**config.mk**
```make
export PLATFORM = sky130hd
export DESIGN_NAME = dap_gate_ctrl
export DESIGN_NICKNAME = d
export VERILOG_FILES = /design/src/rtl/dap_gate_pkg.sv /design/src/rtl/dap_gate_lock.sv /design/src/rtl/dap_gate_decode.sv /design/src/rtl/dap_gate_ctrl.sv
export SDC_FILE = /design/constraint.sdc
export NUM_CORES = 1
export LEC_CHECK = 0
export ABC_AREA = 0
export BUFFER_PORTS_ARGS = -buffer_cell sky130_fd_sc_hd__buf_4
export CAP_MARGIN = 20
export CELL_PAD_IN_SITES_DETAIL_PLACEMENT = 1
export CELL_PAD_IN_SITES_GLOBAL_PLACEMENT = 2
export CORE_MARGIN = 10
export CORE_UTILIZATION = 13
export DETAILED_ROUTE_END_ITERATION = 16
export PLACE_DENSITY_LB_ADDON = 0.1
export RECOVER_POWER = 100
export SYNTH_ARGS = -nofsm -noshare
export SYNTH_HDL_FRONTEND = slang
export SYNTH_SLANG_ARGS = --single-unit
```
**constraint.sdc**
```tcl
create_clock -name clk_i -period 2.1 [get_ports clk_i]
set_input_delay 0.42 -clock clk_i [delete_from_list [all_inputs] [get_ports clk_i]]
set_output_delay 0.42 -clock clk_i [all_outputs]
set_load 0.01 [all_outputs]
```
**src/rtl/dap_gate_pkg.sv**
```systemverilog
package dap_gate_pkg;
  localparam int unsigned DBG_FIELD_W = 3;
  localparam logic [DBG_FIELD_W-1:0] DBG_FIELD_ON = '1;
  typedef enum logic {MODE_CASCADE = 1'b0, MODE_INDEP = 1'b1} chain_mode_e;
endpackage

```
**src/rtl/dap_gate_lock.sv**
```systemverilog
module dap_gate_lock #(
  parameter int unsigned KEY_W = 32,
  parameter logic [KEY_W-1:0] UNLOCK_KEY = 32'hA5C3_5A3C
) (
  input  logic             clk_i,
  input  logic             rst_ni,
  input  logic             stb_i,
  input  logic [KEY_W-1:0] key_i,
  output logic             lock_nx_o,
  output logic             illegal_q_o,
  output logic             unlocked_q_o
);
  logic key_ok, illegal_q, unlocked_q;

  assign key_ok    = (key_i == UNLOCK_KEY);
  // lockout only sets; a good key never clears it
  assign lock_nx_o = illegal_q | (stb_i & ~key_ok);

  always_ff @(posedge clk_i or negedge rst_ni) begin
    if (!rst_ni) begin
      illegal_q  <= 1'b0;
      unlocked_q <= 1'b0;
    end else begin
      illegal_q  <= lock_nx_o;
      unlocked_q <= unlocked_q | (stb_i & key_ok);
    end
  end

  assign illegal_q_o  = illegal_q;
  assign unlocked_q_o = unlocked_q;

  AST_ILLEGAL_STICKY: assert property (@(posedge clk_i) disable iff (!rst_ni)
    illegal_q |=> illegal_q);
  AST_UNLOCK_STICKY: assert property (@(posedge clk_i) disable iff (!rst_ni)
    unlocked_q |=> unlocked_q);
  AST_BAD_KEY_LOCKS: assert property (@(posedge clk_i) disable iff (!rst_ni)
    (stb_i && !key_ok) |=> illegal_q);
endmodule

```
**src/rtl/dap_gate_decode.sv**
```systemverilog
module dap_gate_decode
  import dap_gate_pkg::*;
(
  input  logic                   fuse_i,
  input  logic                   sw_dis_i,
  input  logic [DBG_FIELD_W-1:0] field_i,
  input  chain_mode_e            mode_i,
  input  logic                   cfg_done_i,
  input  logic                   lock_i,
  output logic                   dbg_nx_o,
  output logic                   tap_nx_o,
  output logic                   route_nx_o
);
  logic chain_ok, field_on;

  assign chain_ok = ~fuse_i & ~sw_dis_i;
  assign field_on = (field_i == DBG_FIELD_ON);

  always_comb begin
    dbg_nx_o   = chain_ok & field_on & ~lock_i;
    route_nx_o = (mode_i == MODE_INDEP);
    unique case (mode_i)
      MODE_CASCADE: tap_nx_o = chain_ok & field_on;
      MODE_INDEP:   tap_nx_o = chain_ok & cfg_done_i;
      default:      tap_nx_o = 1'b0;
    endcase
  end
endmodule

```
**src/rtl/dap_gate_ctrl.sv**
```systemverilog
module dap_gate_ctrl
  import dap_gate_pkg::*;
#(
  parameter int unsigned KEY_W = 32,
  parameter logic [KEY_W-1:0] UNLOCK_KEY = 32'hA5C3_5A3C
) (
  input  logic                   clk_i,
  input  logic                   rst_ni,
  input  logic                   fuse_chain_dis_i,
  input  logic                   sw_chain_dis_i,
  input  logic [DBG_FIELD_W-1:0] sw_dbg_en_i,
  input  logic                   sw_mode_indep_i,
  input  logic                   pl_cfg_done_i,
  input  logic                   unlock_stb_i,
  input  logic [KEY_W-1:0]       unlock_key_i,
  output logic                   dbg_en_o,
  output logic                   tap_en_o,
  output logic                   route_indep_o,
  output logic                   st_fuse_o,
  output logic                   st_illegal_o,
  output logic                   st_unlocked_o
);
  logic lock_nx, dbg_nx, tap_nx, route_nx;
  logic dbg_q, tap_q, route_q;
  chain_mode_e mode;

  assign mode = chain_mode_e'(sw_mode_indep_i);

  dap_gate_lock #(.KEY_W(KEY_W), .UNLOCK_KEY(UNLOCK_KEY)) u_lock (
    .clk_i        (clk_i),
    .rst_ni       (rst_ni),
    .stb_i        (unlock_stb_i),
    .key_i        (unlock_key_i),
    .lock_nx_o    (lock_nx),
    .illegal_q_o  (st_illegal_o),
    .unlocked_q_o (st_unlocked_o)
  );

  dap_gate_decode u_dec (
    .fuse_i     (fuse_chain_dis_i),
    .sw_dis_i   (sw_chain_dis_i),
    .field_i    (sw_dbg_en_i),
    .mode_i     (mode),
    .cfg_done_i (pl_cfg_done_i),
    .lock_i     (lock_nx),
    .dbg_nx_o   (dbg_nx),
    .tap_nx_o   (tap_nx),
    .route_nx_o (route_nx)
  );

  always_ff @(posedge clk_i or negedge rst_ni) begin
    if (!rst_ni) begin
      dbg_q   <= 1'b0;
      tap_q   <= 1'b0;
      route_q <= 1'b0;
    end else begin
      dbg_q   <= dbg_nx;
      tap_q   <= tap_nx;
      route_q <= route_nx;
    end
  end

  assign dbg_en_o      = dbg_q;
  assign tap_en_o      = tap_q;
  assign route_indep_o = route_q;
  assign st_fuse_o     = fuse_chain_dis_i;

  AST_FUSE_KILLS: assert property (@(posedge clk_i) disable iff (!rst_ni)
    fuse_chain_dis_i |=> (!dbg_en_o && !tap_en_o));
  AST_LOCK_NO_DBG: assert property (@(posedge clk_i) disable iff (!rst_ni)
    st_illegal_o |-> !dbg_en_o);
  AST_SW_DIS: assert property (@(posedge clk_i) disable iff (!rst_ni)
    sw_chain_dis_i |=> (!dbg_en_o && !tap_en_o));
  AST_DBG_FIELD: assert property (@(posedge clk_i) disable iff (!rst_ni)
    (sw_dbg_en_i != DBG_FIELD_ON) |=> !dbg_en_o);
  AST_INDEP_CFG: assert property (@(posedge clk_i) disable iff (!rst_ni)
    (sw_mode_indep_i && !pl_cfg_done_i) |=> (!tap_en_o && route_indep_o));
  AST_CASC_ROUTE: assert property (@(posedge clk_i) disable iff (!rst_ni)
    !sw_mode_indep_i |=> !route_indep_o);
endmodule

```
==> flow_summary.ini <==
[timing]
tightest_slew_ns = 0.265
max_freq_ghz = 0.832
rsz0062_at_grt = no
final-hold-violation-count = 0
tns_ns = 0
fin_skew_ns = 0.00177
setup_viol_count_final = 0
timing.final.crit_share = 0.572
maxSlewViolCount = 0
finalCriticalPeriod_ns = 1.20
slew_headroom = 0.821
hold_ws_ns = 0.326

[synth]
syn_area_per_cell_sq_um = 11.9
synth_mux_area_frac = 0
yosysTopAreaCellShare = 0.405
yosysTopAreaCell = dfrtp_1
synth_warnings = 0
synth_xor_xnor_area_share = 0
synthSimpleGateAreaFrac = 0.502
synthAdderAreaFrac = 0
synth_seq_cells = 5
syn_inst = 26
synth_top_family_by_area = simple AND/OR/NAND/NOR gates
synth_compound_area_frac = 0.0688
synth.distinct_cells = 16
synthesis.area_sq_um = 309
synth_area_leaders = dfrtp_1 (40%), and4bb_2 (16%), nor4b_2 (9.7%)
synth_nets = 68
ys_seq_area_frac = 0.405

[global_routing]
grt_pass1_vias = 500
overflow = 0
grt_pass1_wl_um = 2210
track_usage = 0.0634
antenna_found_initial = 0
grt_max_degree = 6

[floorplanning]
rows = 17
io_pins = 48
die_area_sq_mm = 0.00473
die_y_um = 68.8
die_x_um = 68.8
start_util = 0.138
core_area_sq_mm = 0.00223

[min_path]
hold_depth = 1
holdCritPathClass = in2reg
hold_start = sw_mode_indep_i
hold_end = route_indep_o$_DFF_PN0_

[cells_and_area]
drive_above_1_share = 0.623
final_cell_count_no_fill = 105
area_growth_pct = 122
fin_util = 0.307
final_common_cell = buf_4
antenna_cells = 0
layout.nets = 120
most-common-layout-cells = buf_4 (38), clkbuf_1 (9), dfrtp_1 (5), and4bb_2 (4), clkbuf_4 (4)

[routing]
vias = 432
final_antenna_net_count = 0
first_pass_iters = 2
drc_errors = 0
drt_first_iter_violations = 12
drt_wl_total_um = 1590
wl_per_cell_um = 15.2
post_drt_via_cell_ratio = 4.11

[cts]
htreeDepth = 1
cts_root_buf = clkbuf_4
clk_pin_slew_ns = 0.04
cts_tree = done
cts_post_setup_buffers_inserted = 0
ctsResizeCount = 0
cts_num_sinks = 5
ctsHoldBuffers = 1
clock_path_buffers = 2
clk_latency_ns = 0.24
numCtsBuffers = 3

[placement]
gp_congestion = 0.650
port_buffers = 47
placedCellCount = 100

[worst_setup_path]
crit_path_start = unlock_key_i[19]
reg2reg_from = u_lock.illegal_q_o$_DFF_PN0_
critPathRequiredTime_ns = 2.28
r2r_end = dbg_en_o$_DFF_PN0_
ff2ff_setup_slack_ns = 1.22
crit_type = in2reg
critPathMaxFanout = 2
critPathLaunchType = primary input
r2r_cells = 2
critical_path_arrival_ns = 1.38
end_kind = flop

[pwr]
power_density_mw_per_mm2 = 412
power.total_uw = 282
ir_drop_uv = 216
power.leakage_nw = 0.339

[status]
status = completed

[job]
cap_violations = 0
-- how the worst max path moves through the flow --
stage,endpoint,slack (ns),depth (start not counted)
6_report,dbg_en_o$_DFF_PN0_,0.90,5
4_1_cts,st_illegal_o,0.88,1
3_3_place_gp,dbg_en_o$_DFF_PN0_,0.78,5
3_5_place_dp,dbg_en_o$_DFF_PN0_,0.75,5
5_1_grt,dbg_en_o$_DFF_PN0_,0.79,5
2_1_floorplan,dbg_en_o$_DFF_PN0_,0.96,4
-- layer usage --
layer,part of all wire,track usage,vias up
met1,0.33,0.0512,192
met3,0.14,0.0419,2
met2,0.52,0.113,33
li1,-,-,205
met4,0.0082,0.0369,0
met5,0,0,-
-- through the flow --
| step | worst slack (ns) | area [sq um] |
|---|---|---|
| 3_5_place_dp | 0.751 | 689 |
| 5_1_grt | 0.786 | 686 |
| 3_3_place_gp | 0.777 | 689 |
| 2_1_floorplan | 0.959 | 309 |
| 6_report | 0.899 | 686 |
| 4_1_cts | 0.882 | 726 |
-- Yosys cell counts (all sizes together) --
| library cell | number |
|---|---|
| a21o | 1 |
| a21oi | 1 |
| and2 | 1 |
| and4b | 2 |
| and4bb | 4 |
| buf | 1 |
| dfrtp | 5 |
| nand2b | 1 |
| nand3 | 1 |
| nand4 | 2 |
| nor2 | 2 |
| nor3 | 1 |
| nor4 | 1 |
| nor4b | 2 |
| o21ai | 1 |
-- logic make-up after synthesis --
logic type	after synthesis
AND/OR/NAND/NOR	17
AO/OA/AOI/OAI	3
flip-flops	5
buffers and inverters	1
-- critical path, cell delays in order --
cell	delay [ns]
buf_4	0.11
nor4b_1	0.30
nand4_1	0.16
o21ai_0	0.24
and2_0	0.16
-- sequential cells by signal, indices dropped and copies added, names as in the netlist --
| signal | cells |
|---|---|
| dbg_en_o | 1 |
| route_indep_o | 1 |
| tap_en_o | 1 |
| u_lock.illegal_q_o | 1 |
| u_lock.unlocked_q_o | 1 |
-- layout make-up --
type | instances | area, sq um
clock buffer | 4 | 26.3
fill | 281 | 1550
multi-input combinational | 20 | 166
sequential | 5 | 125
tap | 28 | 35.0
timing repair buffer | 48 | 333
-- where the power goes --
group	leakage [nW]	internal (mW)	switching, mW
logic	0.262	0.0545	0.0176
clock network	0.0150	0.0718	0.0397
registers	0.0620	0.0983	0.000373
total	0.339	0.225	0.0577
No activity file was read; power rests on OpenSTA's default activity.
